<file path="config.mk">
export PLATFORM = sky130hd
export DESIGN_NAME = ir_rl_sampler
export DESIGN_NICKNAME = d
export VERILOG_FILES = /design/src/rtl/ir_rl_pkg.sv /design/src/rtl/ir_rl_fifo.sv /design/src/rtl/ir_rl_datapath.sv /design/src/rtl/ir_rl_control.sv /design/src/rtl/ir_rl_sampler.sv
export SDC_FILE = /design/constraint.sdc
export NUM_CORES = 1
export LEC_CHECK = 0
export ABC_AREA = 1
export BUFFER_PORTS_ARGS = -buffer_cell sky130_fd_sc_hd__buf_2
export CAP_MARGIN = 20
export CELL_PAD_IN_SITES_DETAIL_PLACEMENT = 0
export CELL_PAD_IN_SITES_GLOBAL_PLACEMENT = 2
export CORE_MARGIN = 10
export CORE_UTILIZATION = 40
export DETAILED_ROUTE_END_ITERATION = 8
export GPL_ROUTABILITY_DRIVEN = 0
export PLACE_DENSITY_LB_ADDON = 0.15
export SYNTH_ARGS = -nofsm -noshare
export SYNTH_HDL_FRONTEND = slang
export SYNTH_HIERARCHICAL = 1
export SYNTH_SLANG_ARGS = --single-unit
</file>
<file path="constraint.sdc">
create_clock -name clk -period 3.2 [get_ports clk]
set_input_delay 0.32 -clock clk [delete_from_list [all_inputs] [get_ports clk]]
set_output_delay 0.32 -clock clk [all_outputs]
set_load 0.01 [all_outputs]
</file>
<file path="src/rtl/ir_rl_pkg.sv">
package ir_rl_pkg;

  localparam int CODE_W   = 8;
  localparam int LEN_W    = CODE_W - 1;
  localparam int ADDR_W   = 3;

  localparam logic [ADDR_W-1:0] OFS_DATA  = 3'd0;
  localparam logic [ADDR_W-1:0] OFS_IEN   = 3'd1;
  localparam logic [ADDR_W-1:0] OFS_IID   = 3'd2;
  localparam logic [ADDR_W-1:0] OFS_LSTAT = 3'd3;
  localparam logic [ADDR_W-1:0] OFS_AUX   = 3'd4;

  localparam int BIT_EV_RX    = 0;
  localparam int BIT_EV_ERR   = 2;
  localparam int BIT_LS_AVAIL = 0;
  localparam int BIT_LS_OVR   = 1;
  localparam int BIT_AUX_IDLE = 5;

  typedef enum logic [1:0] {
    RX_WAIT_REF,
    RX_WAIT_EDGE,
    RX_RUN
  } rxState_t;

  // strobes from control to datapath
  typedef struct packed {
    logic popReq;
    logic forceIdle;
  } dpCtrl_t;

  // events from datapath to control
  typedef struct packed {
    logic pushed;
    logic dropped;
  } dpEvt_t;

endpackage

</file>
<file path="src/rtl/ir_rl_fifo.sv">
module ir_rl_fifo #(
  parameter int W     = 8,
  parameter int DEPTH = 16
) (
  input  logic                         clk,
  input  logic                         rst_n,
  input  logic                         push,
  input  logic [W-1:0]                 pushData,
  input  logic                         pop,
  output logic [W-1:0]                 popData,
  output logic [$clog2(DEPTH+1)-1:0]   count
);
  localparam int PTR_W = (DEPTH > 1) ? $clog2(DEPTH) : 1;
  localparam int CNT_W = $clog2(DEPTH + 1);
  localparam logic [PTR_W-1:0] PTR_LAST = PTR_W'(DEPTH - 1);
  localparam logic [CNT_W-1:0] CNT_ONE  = CNT_W'(1);

  logic [W-1:0]     mem [DEPTH];
  logic [PTR_W-1:0] wrPtr, rdPtr;

  function automatic logic [PTR_W-1:0] bump(input logic [PTR_W-1:0] p);
    return (p == PTR_LAST) ? '0 : p + 1'b1;
  endfunction

  always_ff @(posedge clk) begin
    if (push) mem[wrPtr] <= pushData;
  end

  always_ff @(posedge clk or negedge rst_n) begin
    if (!rst_n) begin
      wrPtr <= '0;
      rdPtr <= '0;
      count <= '0;
    end else begin
      if (push) wrPtr <= bump(wrPtr);
      if (pop)  rdPtr <= bump(rdPtr);
      case ({push, pop})
        2'b10:   count <= count + CNT_ONE;
        2'b01:   count <= count - CNT_ONE;
        default: count <= count;
      endcase
    end
  end

  assign popData = mem[rdPtr];

endmodule

</file>
<file path="src/rtl/ir_rl_datapath.sv">
module ir_rl_datapath
  import ir_rl_pkg::*;
#(
  parameter int TICK_DIV    = 240,
  parameter int SYNC_STAGES = 2,
  parameter int DEPTH       = 16
) (
  input  logic                         clk,
  input  logic                         rst_n,
  input  logic                         irIn,
  input  logic                         invertEn,
  input  dpCtrl_t                      ctrl,
  output logic [CODE_W-1:0]            headByte,
  output logic [$clog2(DEPTH+1)-1:0]   fifoCount,
  output dpEvt_t                       evt
);
  localparam int DIV_W = (TICK_DIV > 1) ? $clog2(TICK_DIV) : 1;
  localparam int CNT_W = $clog2(DEPTH + 1);
  localparam logic [DIV_W-1:0] DIV_LAST = DIV_W'(TICK_DIV - 1);
  localparam logic [LEN_W-1:0] RUN_MAX  = '1;
  localparam logic [CNT_W-1:0] CNT_FULL = CNT_W'(DEPTH);

  // tick prescaler
  logic [DIV_W-1:0] divCnt;
  logic             tick;
  assign tick = (divCnt == DIV_LAST);

  always_ff @(posedge clk or negedge rst_n) begin
    if (!rst_n)    divCnt <= '0;
    else if (tick) divCnt <= '0;
    else           divCnt <= divCnt + 1'b1;
  end

  // polarity select ahead of the synchronizer keeps the sampled level glitch free
  logic [SYNC_STAGES-1:0] syncQ;
  logic                   level;

  always_ff @(posedge clk or negedge rst_n) begin
    if (!rst_n) begin
      syncQ <= '0;
    end else begin
      syncQ[0] <= irIn ^ invertEn;
      for (int s = 1; s < SYNC_STAGES; s++) syncQ[s] <= syncQ[s-1];
    end
  end
  assign level = syncQ[SYNC_STAGES-1];

  // run measurement
  rxState_t          state;
  logic              refLevel;
  logic              runLevel;
  logic [LEN_W-1:0]  runCnt;
  logic              emitValid;
  logic [CODE_W-1:0] emitCode;

  always_comb begin
    emitValid = 1'b0;
    emitCode  = '0;
    if (tick && !ctrl.forceIdle && state == RX_RUN) begin
      if (level != runLevel) begin
        emitValid = 1'b1;
        emitCode  = {~runLevel, runCnt};
      end else if (runCnt == RUN_MAX) begin
        emitValid = 1'b1;
        emitCode  = {~runLevel, RUN_MAX};
      end
    end
  end

  always_ff @(posedge clk or negedge rst_n) begin
    if (!rst_n) begin
      state    <= RX_WAIT_REF;
      refLevel <= 1'b0;
      runLevel <= 1'b0;
      runCnt   <= '0;
    end else if (ctrl.forceIdle) begin
      state  <= RX_WAIT_REF;
      runCnt <= '0;
    end else if (tick) begin
      unique case (state)
        RX_WAIT_REF: begin
          refLevel <= level;
          state    <= RX_WAIT_EDGE;
        end
        RX_WAIT_EDGE: begin
          if (level != refLevel) begin
            state    <= RX_RUN;
            runLevel <= level;
            runCnt   <= '0;
          end
        end
        RX_RUN: begin
          if (level != runLevel) begin
            runLevel <= level;
            runCnt   <= '0;
          end else if (runCnt == RUN_MAX) begin
            runCnt <= '0;
          end else begin
            runCnt <= runCnt + 1'b1;
          end
        end
        default: state <= RX_WAIT_REF;
      endcase
    end
  end

  // receive FIFO
  logic fifoFull, fifoEmpty, doPush, doPop;
  assign fifoFull  = (fifoCount == CNT_FULL);
  assign fifoEmpty = (fifoCount == '0);
  assign doPush    = emitValid && !fifoFull;
  assign doPop     = ctrl.popReq && !fifoEmpty;

  ir_rl_fifo #(.W(CODE_W), .DEPTH(DEPTH)) uFifo (
    .clk      (clk),
    .rst_n    (rst_n),
    .push     (doPush),
    .pushData (emitCode),
    .pop      (doPop),
    .popData  (headByte),
    .count    (fifoCount)
  );

  assign evt.pushed  = doPush;
  assign evt.dropped = emitValid && fifoFull;

endmodule

</file>
<file path="src/rtl/ir_rl_control.sv">
module ir_rl_control
  import ir_rl_pkg::*;
#(
  parameter int DEPTH  = 16,
  parameter int THRESH = 8
) (
  input  logic                         clk,
  input  logic                         rst_n,
  input  logic [ADDR_W-1:0]            regAddr,
  input  logic                         regWr,
  input  logic                         regRd,
  input  logic [CODE_W-1:0]            regWdata,
  input  logic [CODE_W-1:0]            headByte,
  input  logic [$clog2(DEPTH+1)-1:0]   fifoCount,
  input  dpEvt_t                       evt,
  output dpCtrl_t                      ctrl,
  output logic [CODE_W-1:0]            regRdata,
  output logic                         ovrPend,
  output logic                         irq
);
  localparam int CNT_W = $clog2(DEPTH + 1);
  localparam logic [CNT_W-1:0] CNT_THR = CNT_W'(THRESH);

  logic ienRx, ienErr;
  logic evRx;
  logic lsRead;
  logic [CODE_W-1:0] idByte, ienByte, lsByte;

  assign ctrl.popReq    = regRd && (regAddr == OFS_DATA);
  assign ctrl.forceIdle = regWr && (regAddr == OFS_AUX) && regWdata[BIT_AUX_IDLE];
  assign lsRead         = regRd && (regAddr == OFS_LSTAT);

  always_ff @(posedge clk or negedge rst_n) begin
    if (!rst_n) begin
      ienRx  <= 1'b0;
      ienErr <= 1'b0;
    end else if (regWr && regAddr == OFS_IEN) begin
      ienRx  <= regWdata[BIT_EV_RX];
      ienErr <= regWdata[BIT_EV_ERR];
    end
  end

  // a drop in the same cycle as the clearing read wins
  always_ff @(posedge clk or negedge rst_n) begin
    if (!rst_n)           ovrPend <= 1'b0;
    else if (evt.dropped) ovrPend <= 1'b1;
    else if (lsRead)      ovrPend <= 1'b0;
  end

  assign evRx = (fifoCount >= CNT_THR);

  always_comb begin
    idByte = '0;
    idByte[BIT_EV_RX]  = evRx;
    idByte[BIT_EV_ERR] = ovrPend;
    ienByte = '0;
    ienByte[BIT_EV_RX]  = ienRx;
    ienByte[BIT_EV_ERR] = ienErr;
    lsByte = '0;
    lsByte[BIT_LS_AVAIL] = (fifoCount != '0);
    lsByte[BIT_LS_OVR]   = ovrPend;
  end

  always_comb begin
    unique case (regAddr)
      OFS_DATA:  regRdata = (fifoCount != '0) ? headByte : '0;
      OFS_IEN:   regRdata = ienByte;
      OFS_IID:   regRdata = idByte;
      OFS_LSTAT: regRdata = lsByte;
      default:   regRdata = '0;
    endcase
  end

  assign irq = |(idByte & ienByte);

  logic unusedWdata;
  assign unusedWdata = &{1'b0, regWdata[7:6], regWdata[4:3], regWdata[1]};

endmodule

</file>
<file path="src/rtl/ir_rl_sampler.sv">
module ir_rl_sampler
  import ir_rl_pkg::*;
#(
  parameter int TICK_DIV    = 240,
  parameter int SYNC_STAGES = 2,
  parameter int FIFO_DEPTH  = 16,
  parameter int RX_THRESH   = 8
) (
  input  logic        clk,
  input  logic        rst_n,
  input  logic        irIn,
  input  logic        invertEn,
  input  logic [2:0]  regAddr,
  input  logic        regWr,
  input  logic        regRd,
  input  logic [7:0]  regWdata,
  output logic [7:0]  regRdata,
  output logic        irq
);
  localparam int CNT_W = $clog2(FIFO_DEPTH + 1);

  dpCtrl_t           dpCtrl;
  dpEvt_t            dpEvt;
  logic [CODE_W-1:0] headByte;
  logic [CNT_W-1:0]  fifoCount;
  logic              ovrPend;

  ir_rl_datapath #(
    .TICK_DIV    (TICK_DIV),
    .SYNC_STAGES (SYNC_STAGES),
    .DEPTH       (FIFO_DEPTH)
  ) uDp (
    .clk       (clk),
    .rst_n     (rst_n),
    .irIn      (irIn),
    .invertEn  (invertEn),
    .ctrl      (dpCtrl),
    .headByte  (headByte),
    .fifoCount (fifoCount),
    .evt       (dpEvt)
  );

  ir_rl_control #(
    .DEPTH  (FIFO_DEPTH),
    .THRESH (RX_THRESH)
  ) uCtl (
    .clk       (clk),
    .rst_n     (rst_n),
    .regAddr   (regAddr),
    .regWr     (regWr),
    .regRd     (regRd),
    .regWdata  (regWdata),
    .headByte  (headByte),
    .fifoCount (fifoCount),
    .evt       (dpEvt),
    .ctrl      (dpCtrl),
    .regRdata  (regRdata),
    .ovrPend   (ovrPend),
    .irq       (irq)
  );

endmodule

</file>
==> results.toml, run 1 <==
[final_layout]
area_delta_synth_final_pct = 14.3
drive_gt1_frac = 0.150
nNetsFinal = 830
n_fill_cell = 1785
register_area_mm2 = 0.00477
final_util = 0.466
diodes = 0
fin_area_mm2 = 0.00878
multi_input_comb_area_mm2 = 0.00245

[sta]
finClkSkew_ns = 0.0107
fin_setup_tns_ns = 0
tightest_slew_ns = 0.839
max_freq_mhz = 365
min_period_over_period = 0.856
slew_headroom = 0.441
min_period_ns = 2.74
hold_viol = 4
rsz0062_at_grt = "no"
hold_slack_ns = -0.00622
fin_ws_ns = 0.461
finalSetupViolations = 0
slew_violations = 0

[grt]
grt_max_degree = 51
grtUsageTotal = 0.148
antenna_found_initial = 0
grt_pass1_vias = 5161
grt_pass1_wl_um = 28000
grt.overflow.total = 0

[setup_path]
critical_path_class = "reg2reg"
crit_required_ns = 3.52
path_max_fanout = 10
cp-start-kind = "flop"
max_stage_delay_ns = 0.41
cp.arrival_ns = 3.06
cp-end-kind = "flop"
critPathSlowestCell = "dfrtp_1"
worstPathCellList = "inv_1 > ha_1 > inv_1 > nor2_2 > nand3_4 > a31oi_1 > inv_1 > ha_1 > nand2_1 > inv_1 > nor2_1 > ha_1 > inv_1 > nand2_1 > nand3_1 > nand2_1 > nand2_1 > nand3_1 > nand2_1"

[drt]
drtPass1Iterations = 4
num_vias = 5184
wl_per_cell_um = 16.3
wl_um = 17500
drc = 0
drt_iter0_drc = 339
routed_via_density = 4.84
ant_nets = 0

[floorplanning]
core_mm2 = 0.0188
fp.dieW_um = 159
start_util = 0.408
dieArea_mm2 = 0.0251
pin_count = 26
num_rows = 50
chipHeight_um = 159

[yosys]
synth_area_mm2 = 0.00768
yosysWarnings = 6
synth_cells = 749
synth.avg_cell_area_um2 = 10.3
syn_nets = 781

[cts]
cts.sinks = 165
cts_tree = "built"
clk_latency_ns = 0.42
htreeDepth = 4
path_clk_slew_ns = 0.07
cts_made_buffers = 17
cts_setup_buffers = 0
cts_root_buf = "clkbuf_16"
ctsHoldBuffers = 0
cts_resized = 0
cts_max_path_buffers = 2

[pwr]
p_sw_frac = 0.341
power_frac_clock = 0.331
p_int_w = 0.00393
netSwitchingPower_w = 0.00204
irDropWorstVdd_mv = 0.373
power_density_mw_per_mm2 = 679
share_comb_of_total_power = 0.260
p_leak_nw = 3.32
power_frac_seq = 0.409

[job]
max_cap_viol_count = 0

[place]
postPlaceCellArea_mm2 = 0.00821
port_buffers = 20
preCtsSetupSlack_ns = 0.455
dpl.hpwl_um = 11600

[outcome]
failed_checks = "negative hold slack"
outcome = "finished with violations"

[worst_hold_path]
worst_hold_path_type = "in2async"
-- per-layer routing --
layer,routed length [um],GRT usage,vias to the layer above
met1,7950,0.183,2456
li1,-,-,2649
met4,382,0.0670,0
met3,488,0.0267,19
met2,8630,0.246,60
met5,0,0,-
-- through the flow --
step / hold slack, ns / instances / total power, W
finish: -0.00622 / 1071 / 0.00597
detailed placement: 0.337 / 1038 / 0.00407
global placement: 0.339 / 1038 / 0.00406
global route: 0.0476 / 1071 / 0.00632
CTS: 0.0328 / 1070 / 0.00605
floorplan: 0.0244 / 749 / 0.00364
-- power groups by stage --
stage / combinational, W / clock [W] / sequential (W)
2_1_floorplan: 0.00121 / 0 / 0.00244
3_3_place_gp: 0.00158 / 0 / 0.00248
3_5_place_dp: 0.00159 / 0 / 0.00249
4_1_cts: 0.00159 / 0.00202 / 0.00244
5_1_grt: 0.00175 / 0.00212 / 0.00245
6_report: 0.00155 / 0.00197 / 0.00244
-- cells in the final DEF (no fill, tap or decap), drive strengths merged --
cell type and n:
nand3 81, nand4 11, nor3b 1, o211ai 16
clkinv 5, nor4 1, o21bai 2, a21oi 13
nor3 2, a31oi 3, nand2 110, a22o 1
clkinvlp 3, edfxtp 128, dfrtp 37, nor2 153
xnor2 3, nand3b 1, buf 58, clkbuf 18
o21ai 67, inv 76, ha 15, bufinv 1
xor2 5
-- state kept, by name, indices dropped and copies added (netlist names) --
signal / count
uDp/uFifo/count: 5
uDp/uFifo/wrPtr: 4
uDp/divCnt: 8
uDp/syncQ: 2
uDp/state: 2
uCtl/ovrPend: 1
uDp/runLevel: 1
uCtl/ienRx: 1
uDp/uFifo/rdPtr: 4
uDp/refLevel: 1
uDp/uFifo/mem: 128
uCtl/ienErr: 1
uDp/runCnt: 7
-- critical path, delay by kind of cell, from the launching register on --
| family | cells | cell delay, ns |
|---|---|---|
| AND/OR/NAND/NOR | 10 | 0.96 |
| adder cells (fa/ha/maj) | 3 | 0.62 |
| flip-flops | 1 | 0.41 |
| buffers and inverters | 5 | 0.41 |
| AO/OA/AOI/OAI | 1 | 0.23 |
-- path summary, 6_finish.rpt --
kind / cells past startpoint / slack [ns] / startpoint / endpoint
hold / removal: 1 / -0.006 / rst_n / uDp/divCnt[6]
hold reg to reg: 0 / 0.35 / uDp/syncQ[0] / uDp/syncQ[1]
setup reg to reg: 19 / 0.46 / uDp/state[0] / uDp/uFifo/count[4]
setup / recovery: 19 / 0.46 / uDp/state[0] / uDp/uFifo/count[4]
max in group asynchronous: 1 / 2.66 / rst_n / uDp/uFifo/rdPtr[2]
min in group clk: 2 / 0.07 / irIn / uDp/syncQ[0]
-- cell type report --
| class | instances | share of cell area |
|---|---|---|
| clock buffer | 18 | 0.0489 |
| inverter | 71 | 0.0311 |
| multi-input combinational | 485 | 0.279 |
| sequential | 165 | 0.543 |
| timing repair buffer | 58 | 0.0453 |
| tap | 260 | 0.0370 |
| clock inverter | 14 | 0.0158 |
Note: power is estimated with default switching activity, not from simulation.
==> run 2: changes to the inputs <==
Clock period 3.2 ns to 3.4 ns, I/O delays scaled along.
==> results.toml, run 2 (synthesis results as in run 1) <==
[setup_path]
path_max_fanout = 10
cp-end-kind = "flop"
cp.arrival_ns = 3.10
critical_path_class = "reg2reg"
crit_required_ns = 3.72
worstReg2RegStart = "uDp/runCnt[1]"
cp-start-kind = "flop"
reg2reg_setup_slack_ns = 0.62
regToRegEndpoint = "uDp/uFifo/count[4]"
reg2reg_depth = 20

[floorplanning]
chipHeight_um = 159
pin_count = 26
num_rows = 50
start_util = 0.408
dieArea_mm2 = 0.0251
core_mm2 = 0.0188
fp.dieW_um = 159

[place]
port_buffers = 20
dpl.hpwl_um = 11600

[job]
max_cap_viol_count = 0

[sta]
slew_headroom = 0.422
min_period_ns = 2.78
max_freq_mhz = 360
min_period_over_period = 0.818
tightest_slew_ns = 0.866
finalSetupViolations = 0
rsz0062_at_grt = "no"
finClkSkew_ns = 0.00559
hold_viol = 0
fin_setup_tns_ns = 0
hold_slack_ns = 0.0280
slew_violations = 0

[cts]
cts_resized = 0
cts_tree = "built"
cts.sinks = 165
cts_made_buffers = 17
cts_max_path_buffers = 2
htreeDepth = 4
cts_setup_buffers = 0
path_clk_slew_ns = 0.07
ctsHoldBuffers = 0
clk_latency_ns = 0.42
cts_root_buf = "clkbuf_16"

[pwr]
irDropWorstVdd_mv = 0.341
power_density_mw_per_mm2 = 641
p_leak_nw = 3.28

[worst_hold_path]
worst_hold_path_type = "in2async"

[final_layout]
mostFrequentLayoutCells = "142 x nor2_1, 128 x edfxtp_1, 102 x nand2_1, 78 x nand3_1, 62 x inv_1"
diodes = 0
area_delta_synth_final_pct = 13.5
drive_gt1_frac = 0.143
n_fill_cell = 1775
largest_reg_flops = 128
largest_register = "uDp/uFifo/mem"
final_common_cell = "nor2_1"
nNetsFinal = 823
top_regs = "uDp/uFifo/mem x128, uDp/divCnt x8, uDp/runCnt x7"

[grt]
antenna_found_initial = 0
grt.overflow.total = 0
grt_pass1_vias = 5188
grt_max_degree = 51
grt_pass1_wl_um = 28500
grtUsageTotal = 0.149

[drt]
wl_um = 17700
drc = 0
wl_per_cell_um = 16.6
routed_via_density = 4.90
ant_nets = 0
num_vias = 5213
drt_iter0_drc = 319
drtPass1Iterations = 5

[outcome]
outcome = "complete, no violations"
[run 2: cell count changes in the layout (fill, tap and decap cells not counted), sizes merged]
cell,previous run,this run
buf,58,51
clkinv,5,6
clkinvlp,3,2
[run 2: layout make-up]
class	instances	area (um2)	share of cell area
inverters	71	273	0.0313
clock buffers	18	429	0.0492
well taps	260	325	0.0373
repair buffers	51	333	0.0382
flip-flops and latches	165	4770	0.547
multi-input cells	485	2450	0.281
clock inverters	14	139	0.0159
[run 2: where the power goes]
| group | internal (W) | leakage, nW | switching (W) |
|---|---|---|---|
| clock network | 0.00103 | 0.276 | 0.000831 |
| registers | 0.00220 | 1.35 | 0.0000914 |
| logic | 0.000434 | 1.66 | 0.00100 |
| total | 0.00367 | 3.28 | 0.00192 |
[run 2: worst max path at each step]
stage | from | endpoint | slack [ns] | cells after the start
global placement | uDp/state[0] | uDp/uFifo/count[4] | 0.66 | 19
global route | uDp/state[0] | uDp/uFifo/count[4] | 0.31 | 19
floorplan | uDp/state[0] | uDp/uFifo/count[4] | 0.84 | 20
finish | uDp/runCnt[1] | uDp/uFifo/count[4] | 0.62 | 20
CTS | uDp/uFifo/rdPtr[0] | regRdata[2] | 0.60 | 10
detailed placement | uDp/state[0] | uDp/uFifo/count[4] | 0.61 | 19
[run 2: critical path, cell delays in order, from the launching register on]
cell and delay, ns:
dfrtp_1 0.43, ha_1 0.23, nand2_2 0.08, nor2_2 0.11, nand2_1 0.10, nand2_2 0.10
nand3_4 0.13, a31oi_1 0.22, inv_1 0.10, ha_1 0.27, nand2_1 0.08, inv_1 0.05
nor2_1 0.14, ha_1 0.16, inv_1 0.04, nand2_1 0.09, nand3_1 0.11, nand2_1 0.07
nand2_1 0.05, nand3_1 0.06, nand2_1 0.05
[run 2: stage by stage]
step / setup WS (ns) / area [um2] / util / cells / total power, W
5_1_grt: 0.311 / 8720 / 0.463 / 1064 / 0.00594
6_report: 0.619 / 8720 / 0.463 / 1064 / 0.00559
4_1_cts: 0.595 / 8720 / 0.463 / 1064 / 0.00567
3_3_place_gp: 0.659 / 8140 / 0.432 / 1031 / 0.00378
2_1_floorplan: 0.844 / 7680 / - / 749 / 0.00343
3_5_place_dp: 0.609 / 8150 / 0.433 / 1032 / 0.00378
[run 2: layer usage]
layer | vias to the layer above | global-route usage | routed length, um
met5 | - | 0 | 0
met4 | 0 | 0.0529 | 254
met3 | 16 | 0.0267 | 496
met2 | 68 | 0.246 | 8780
met1 | 2486 | 0.193 | 8170
li1 | 2643 | - | -
